[config.mk]
export PLATFORM = sky130hd
export DESIGN_NAME = ctr_chain
export DESIGN_NICKNAME = d
export VERILOG_FILES = /design/src/rtl/ctr_pkg.sv /design/src/rtl/ctr_step.sv /design/src/rtl/ctr_slice.sv /design/src/rtl/ctr_chain.sv
export SDC_FILE = /design/constraint.sdc
export NUM_CORES = 1
export LEC_CHECK = 0
export BUFFER_PORTS_ARGS = -buffer_cell sky130_fd_sc_hd__buf_4
export CORE_MARGIN = 2
export CORE_UTILIZATION = 50
export CTS_CLUSTER_DIAMETER = 80
export DETAILED_ROUTE_END_ITERATION = 8
export GPL_TIMING_DRIVEN = 0
export PLACE_DENSITY_LB_ADDON = 0.1
export SETUP_SLACK_MARGIN = 0.5
export SYNTH_ARGS = -nofsm -noshare
export SYNTH_HDL_FRONTEND = slang
export SYNTH_HIERARCHICAL = 1
export SYNTH_SLANG_ARGS = --single-unit
[constraint.sdc]
create_clock -name clk -period 2.3 [get_ports clk]
set_input_delay 0.345 -clock clk [delete_from_list [all_inputs] [get_ports clk]]
set_output_delay 0.345 -clock clk [all_outputs]
set_load 0.03 [all_outputs]
[src/rtl/ctr_pkg.sv]
package ctr_pkg;
    localparam int SLICE_W = 4;
    typedef logic [SLICE_W-1:0] nib_t;
    typedef struct packed {
        nib_t cnt;
    } slice_st_t;
endpackage

[src/rtl/ctr_step.sv]
module ctr_step
    import ctr_pkg::*;
(
    input  nib_t cur,
    input  logic up,
    input  logic ld_n,
    input  logic step_n,
    input  nib_t d,
    output nib_t nxt
);
    localparam nib_t ONE = nib_t'(1);

    always_comb begin
        nxt = cur;
        if (!ld_n) begin
            nxt = d;
        end else if (!step_n) begin
            nxt = up ? (cur + ONE) : (cur - ONE);
        end
    end
endmodule

[src/rtl/ctr_slice.sv]
module ctr_slice
    import ctr_pkg::*;
(
    input  logic clk,
    input  logic clr,
    input  logic en_n,
    input  logic step_n,
    input  logic up,
    input  logic ld_n,
    input  nib_t d,
    output nib_t q,
    output logic co_n
);
    slice_st_t st_d, st_q;
    nib_t      nxt;
    logic      clr_hit;

    assign clr_hit = clr & ~en_n;

    ctr_step u_step (
        .cur    (st_q.cnt),
        .up     (up),
        .ld_n   (ld_n),
        .step_n (step_n),
        .d      (d),
        .nxt    (nxt)
    );

    always_comb begin
        st_d = st_q;
        if (!en_n) begin
            st_d.cnt = nxt;
        end
    end

    always_ff @(posedge clk or posedge clr_hit) begin
        if (clr_hit) begin
            st_q <= '0;
        end else begin
            st_q <= st_d;
        end
    end

    assign q    = st_q.cnt;
    assign co_n = ~&st_q.cnt;
endmodule

[src/rtl/ctr_chain.sv]
module ctr_chain
    import ctr_pkg::*;
#(
    parameter int NSLICE = 2,
    localparam int TW = NSLICE * SLICE_W
) (
    input  logic          clk,
    input  logic          clr,
    input  logic          en_n,
    input  logic          up,
    input  logic          ld_n,
    input  logic [TW-1:0] d,
    output logic [TW-1:0] q,
    output logic          co_n
);
    logic [NSLICE:0]   step_n;
    logic [NSLICE-1:0] sco_n;

    assign step_n[0] = 1'b0;

    for (genvar i = 0; i < NSLICE; i++) begin : g_slice
        ctr_slice u_slice (
            .clk    (clk),
            .clr    (clr),
            .en_n   (en_n),
            .step_n (step_n[i]),
            .up     (up),
            .ld_n   (ld_n),
            .d      (d[i*SLICE_W +: SLICE_W]),
            .q      (q[i*SLICE_W +: SLICE_W]),
            .co_n   (sco_n[i])
        );
        assign step_n[i+1] = step_n[i] | sco_n[i];
    end

    assign co_n = step_n[NSLICE];
endmodule

Yosys cells after proc, flatten, opt, wreduce, memory -nomap -nowiden
Cells that the tools add are included.
W data, S select, Z words.
Storage, ports and cells
  bits in registers: 8
  bits in latches: 0
  bits in writable memories: 0
  memory bits (read-only): 0
  input port bits: 13
  output and inout bits: 9
  memories: 0
Cells by class
  add/subtract/negate cells: 4
  multiply operators: 0
  divide/modulo/power cells: 0
  order comparisons: 0
  equality and inequality tests: 1
  shift-type cells: 0
  muxes and demuxes: 5
  bitwise logic cells: 3
  reduce and logical (&&, ||, !) cells: 5
Operator list (count)
  $mux W4: 5
  $add A4 B1 Y4 const B: 2
  $reduce_and A4 Y1: 2
  $sub A4 B1 Y4 const B: 2
  $logic_not A1 Y1: 2
  $ne A2 B1 Y1 const B: 1
  $reduce_and A2 Y1: 1
  $and A1 B1 Y1: 1
  $not A1 Y1: 1
  $or A1 B1 Y1: 1

Logic depth before layout (Yosys ltp)
  depth in word-level cells: 4
  depth in mapped cells: 6
  gate-level depth less buffers: 6

By module
Netlist, hierarchy kept.
Modules (own cells, without submodules)
  ctr_step: times used 2, cells an instance 28, area an instance 226.5 um2, sequential area each 0.0 um2
  ctr_slice: times used 2, cells an instance 10, area an instance 157.7 um2, sequential area each 100.1 um2
  ctr_chain: times used 1, cells an instance 2, area an instance 10.0 um2, sequential area each 0.0 um2

Least setup slack after synthesis
Ideal clock, no wire load.
  kind: register -> register
  start point: register g_slice[0].u_slice.st_q, in the netlist g_slice[0].u_slice/q[0]
  end point: register g_slice[1].u_slice.st_q, in the netlist g_slice[1].u_slice/q[3]
  library setup time: 0.066 ns
  arrival time: 1.909 ns
  required time: 2.234 ns
  path slack: 0.325 ns
  cell stages (with the launch flop): 7
  cells stage by stage: dfrtp_1 -> nand4_1 -> buf_6 -> or4b_1 -> a221oi_2 -> or3_1 -> mux2_2
On the way
  word-level cells in the longest chain between the ends: 3
Ends and longest elaborated chain
  from (decl): RTL line ctr_slice.sv:14  | slice_st_t st_d, st_q;
  from (signal assigned): RTL line ctr_slice.sv:40  | st_q <= st_d;
  $reduce_and A4 Y1: RTL line ctr_slice.sv:45  | assign co_n = ~&st_q.cnt;
  $ne A2 B1 Y1 (no source line)
  $reduce_and A2 Y1 (no source line)
  to (signal assigned): RTL line ctr_slice.sv:40
  to (decl): RTL line ctr_slice.sv:14
No other way between the ends.
A chain may end at the register's enable or synchronous reset.

Final worst setup path
  start point: register g_slice[1].u_slice.st_q, in the netlist g_slice[1].u_slice/q[2]
  end point: register g_slice[1].u_slice.st_q, in the netlist g_slice[1].u_slice/q[3]
On the way
  word-level cells in the longest chain between the ends: 4
  elaborated cells on any way between the ends: 5
  those cells by class: add/sub (2); mux (3)
Ends and longest elaborated chain
  $sub A4 B1 Y4 or $add A4 B1 Y4 (tied branches): RTL line ctr_step.sv:18  | nxt = up ? (cur + ONE) : (cur - ONE);
  $mux W4 (*): RTL line ctr_step.sv:18
  $mux W4 (*): RTL line ctr_step.sv:17  | end else if (!step_n) begin
  $mux W4 (*): RTL line ctr_step.sv:15  | if (!ld_n) begin
  via g_slice[1].u_slice.nxt[3]: RTL line ctr_slice.sv:15  | nib_t nxt;
The timed path passes the listed nets; every way through them passes the cells marked *. The select of a mux whose other input is x is not followed.

==> results.json <==
{
  "fillers": 115,
  "dr_wl_met3_um": 58,
  "grt_setup_unrepaired": "true",
  "gp_congestion": 0.788,
  "netlist.area_leader.share_pct": 25.7,
  "yosys.area_share.simple_pct": 18.8,
  "grt_max_degree": 11,
  "vdd_drop_max_v": 0.000520,
  "grt_pass1_vias": 624,
  "cts.root.buffer_cell": "clkbuf_4",
  "drv_cap": 0,
  "pwr-share-seq_pct": 28.4,
  "dieWidth_um": 43.5,
  "p_sw_mw": 0.351,
  "cts_tree": "done",
  "slew_viol_final": 0,
  "synth-compound-area-share_pct": 12.9,
  "fin_skew_ps": 9.81,
  "vias": 695,
  "hold_class": "in2async",
  "ys_ff_latch": 8,
  "cts_buffer_depth": 2,
  "initial_core_util_pct": 52.3,
  "grtUsageTotal_pct": 18.5,
  "wl_met1_um": 758,
  "fp.dieH_um": 43.5,
  "pin_count": 22,
  "cts.reportedPaths.clkPinSlew_ps": 60,
  "run_status": "finished, final reports clean",
  "io_buffers": 20,
  "largest_reg_flops": 8,
  "comb_power_share_pct": 58.8,
  "fin_crit_ps": 1810,
  "insertion_delay_ps": 250,
  "max_freq_mhz": 553,
  "post-route-period-util_pct": 78.7,
  "routedWlPerCell_um": 12.0,
  "synth_xor_area_share_pct": 4.50,
  "multi_input_area_sq_um": 543,
  "postRouteAntennaNets": 0,
  "rrSetupSlack_ps": 490,
  "ys_types": 25,
  "yosysTopAreaCell": "dfrtp_1",
  "syn_avg_cell_area_sq_um": 9.98,
  "final_cell_mix": "buf_4, mux2_2, dfrtp_2, nand3_1",
  "setup_tns_ps": 0,
  "syn_nets": 97,
  "final_nets": 131,
  "antenna_found_initial": 0,
  "switching_share_pct": 40.3,
  "holdWs_ps": 99.6,
  "clockPowerShare_pct": 12.8,
  "slowest_stage": "dfrtp_2",
  "timing.rr.start": "g_slice[1].u_slice/q[2]",
  "drt_iter0_drc": 16,
  "dp_hpwl_um": 1180,
  "cp.required_ps": 2430,
  "drc_errors": 0,
  "path_cells": "ha_1, a21oi_1, a22oi_1, or3_1, mux2_2",
  "grt_pass1_wl_um": 2700,
  "antenna_cells": 0,
  "layout-drive-gt1-share_pct": 50.5,
  "muxShareOfSynthArea_pct": 19.9,
  "synthTopCellsByArea": "dfrtp_1, mux2_2, ha_1, fa_1, xnor2_1",
  "fin_total_pwr_mw": 0.872,
  "final_common_cell": "buf_4",
  "die-area_sq_um": 1890,
  "top_layer": "met4",
  "netlist_instances": 78,
  "regArea_sq_um": 208,
  "cp.arrival_ps": 1940,
  "synth_top_family_by_area": "multiplexers",
  "startpoint_type": "flip-flop",
  "reg2reg_to": "g_slice[1].u_slice/q[3]",
  "finalSetupViolations": 0,
  "internal_power_mw": 0.521,
  "power.density_nw_per_um2": 819,
  "ys_warn_count": 6,
  "yosysSeqAreaShare_pct": 25.7,
  "critPathMaxFanout": 5,
  "critical_path_class": "reg2reg",
  "max_stage_delay_ps": 430,
  "cts_buffers": 3,
  "dr_wl_met2_um": 690,
  "std_cell_rows": 14,
  "hold_viol": 0,
  "p_leak_nw": 0.477,
  "clkSinkCount": 8,
  "end_kind": "flip-flop",
  "core_sq_um": 1490,
  "synthAdderAreaFrac_pct": 11.6,
  "syn_area_sq_um": 778,
  "routed_via_density": 5.47,
  "routed_wl_um": 1520,
  "area_growth_pct": 36.8,
  "ctsHtreeMaxLevel": 1,
  "grt-ovfl-total": 0,
  "ff2ff_path_depth": 5,
  "firstDrtPassIters": 4
}
## timing repair
| action | 4_1_cts | 5_1_grt |
|---|---|---|
| pin swaps | 0 | 3 |
| hold buffers | 1 | 0 |
| endpoints found under the hold margin | 4 | 0 |
| setup endpoints to repair | 2 | 3 |
| gates resized for setup | 1 | 1 |
| buffers inserted | 2 | 6 |
## critical path: cells and delay by family, from the launching register on
family,cells,cell delay (ps)
muxes,1,270
and+or+nand+nor,1,380
adders and majority gates,1,350
DFF,1,430
AOI/OAI and AO/OA,2,260
## area by class of cell
| type | count | area share, % |
|---|---|---|
| Inverter | 4 | 1.41 |
| Clock buffer | 4 | 2.47 |
| Sequential cell | 8 | 19.5 |
| Buffer | 4 | 3.06 |
| Tap cell | 16 | 1.88 |
| Timing Repair Buffer | 29 | 20.7 |
| Multi-Input combinational cell | 62 | 51.0 |
## cell families after synthesis
family                     after synthesis
and+or+nand+nor                         23
AOI/OAI and AO/OA                       14
muxes                                   14
DFF                                      8
buffers and inverters                    8
adders and majority gates                6
xor gates and xnor gates                 4
other                                    1
## synthesized netlist by cell type
library cell,number
a21oi_1,4
nand2b_1,2
xnor2_1,4
mux2i_1,2
or4bb_1,2
or4b_1,2
conb_1,1
nor2_1,2
or2_1,1
dfrtp_1,8
o21ai_0,4
mux2_2,12
buf_2,2
buf_6,2
nand2_1,2
nand4_1,2
a22oi_1,2
a21o_1,2
ha_1,4
fa_1,2
or3_1,2
nand3_1,6
a221oi_2,2
nand3b_1,2
inv_1,4
## how the worst max path moves through the flow
stage | depth (start not counted) | slack [ps] | startpoint | endpoint
finish | 5 | 490 | g_slice[1].u_slice/q[2] | g_slice[1].u_slice/q[3]
floorplan | 6 | 490 | g_slice[0].u_slice/q[0] | g_slice[1].u_slice/q[3]
detailed placement | 7 | 310 | up | g_slice[0].u_slice/q[3]
global route | 6 | 420 | g_slice[0].u_slice/q[0] | g_slice[1].u_slice/q[3]
global placement | 7 | 320 | up | g_slice[0].u_slice/q[3]
CTS | 5 | 490 | g_slice[1].u_slice/q[2] | g_slice[1].u_slice/q[3]
## routing by layer
metal,global-route usage [%],vias up
li1,-,356
met1,28.6,324
met2,27.8,13
met3,1.25,2
met4,5.45,0
met5,0,-
## power groups by stage
stage | sequential, mW | clock, mW | combinational, mW
2_1_floorplan | 0.330 | 0 | 0.226
3_3_place_gp | 0.262 | 0 | 0.422
3_5_place_dp | 0.265 | 0 | 0.427
4_1_cts | 0.261 | 0.118 | 0.457
5_1_grt | 0.255 | 0.125 | 0.561
6_report | 0.248 | 0.112 | 0.512
## per-stage QoR
step	setup slack, ps	utilization [%]	instances	cell area, sq um
6_report	490	71.5	127	1060
5_1_grt	421	71.5	127	1060
4_1_cts	492	68.5	121	1020
3_5_place_dp	315	64.2	114	956
3_3_place_gp	320	64.2	114	956
2_1_floorplan	494	-	78	786
(Power assumes the default switching activity.)
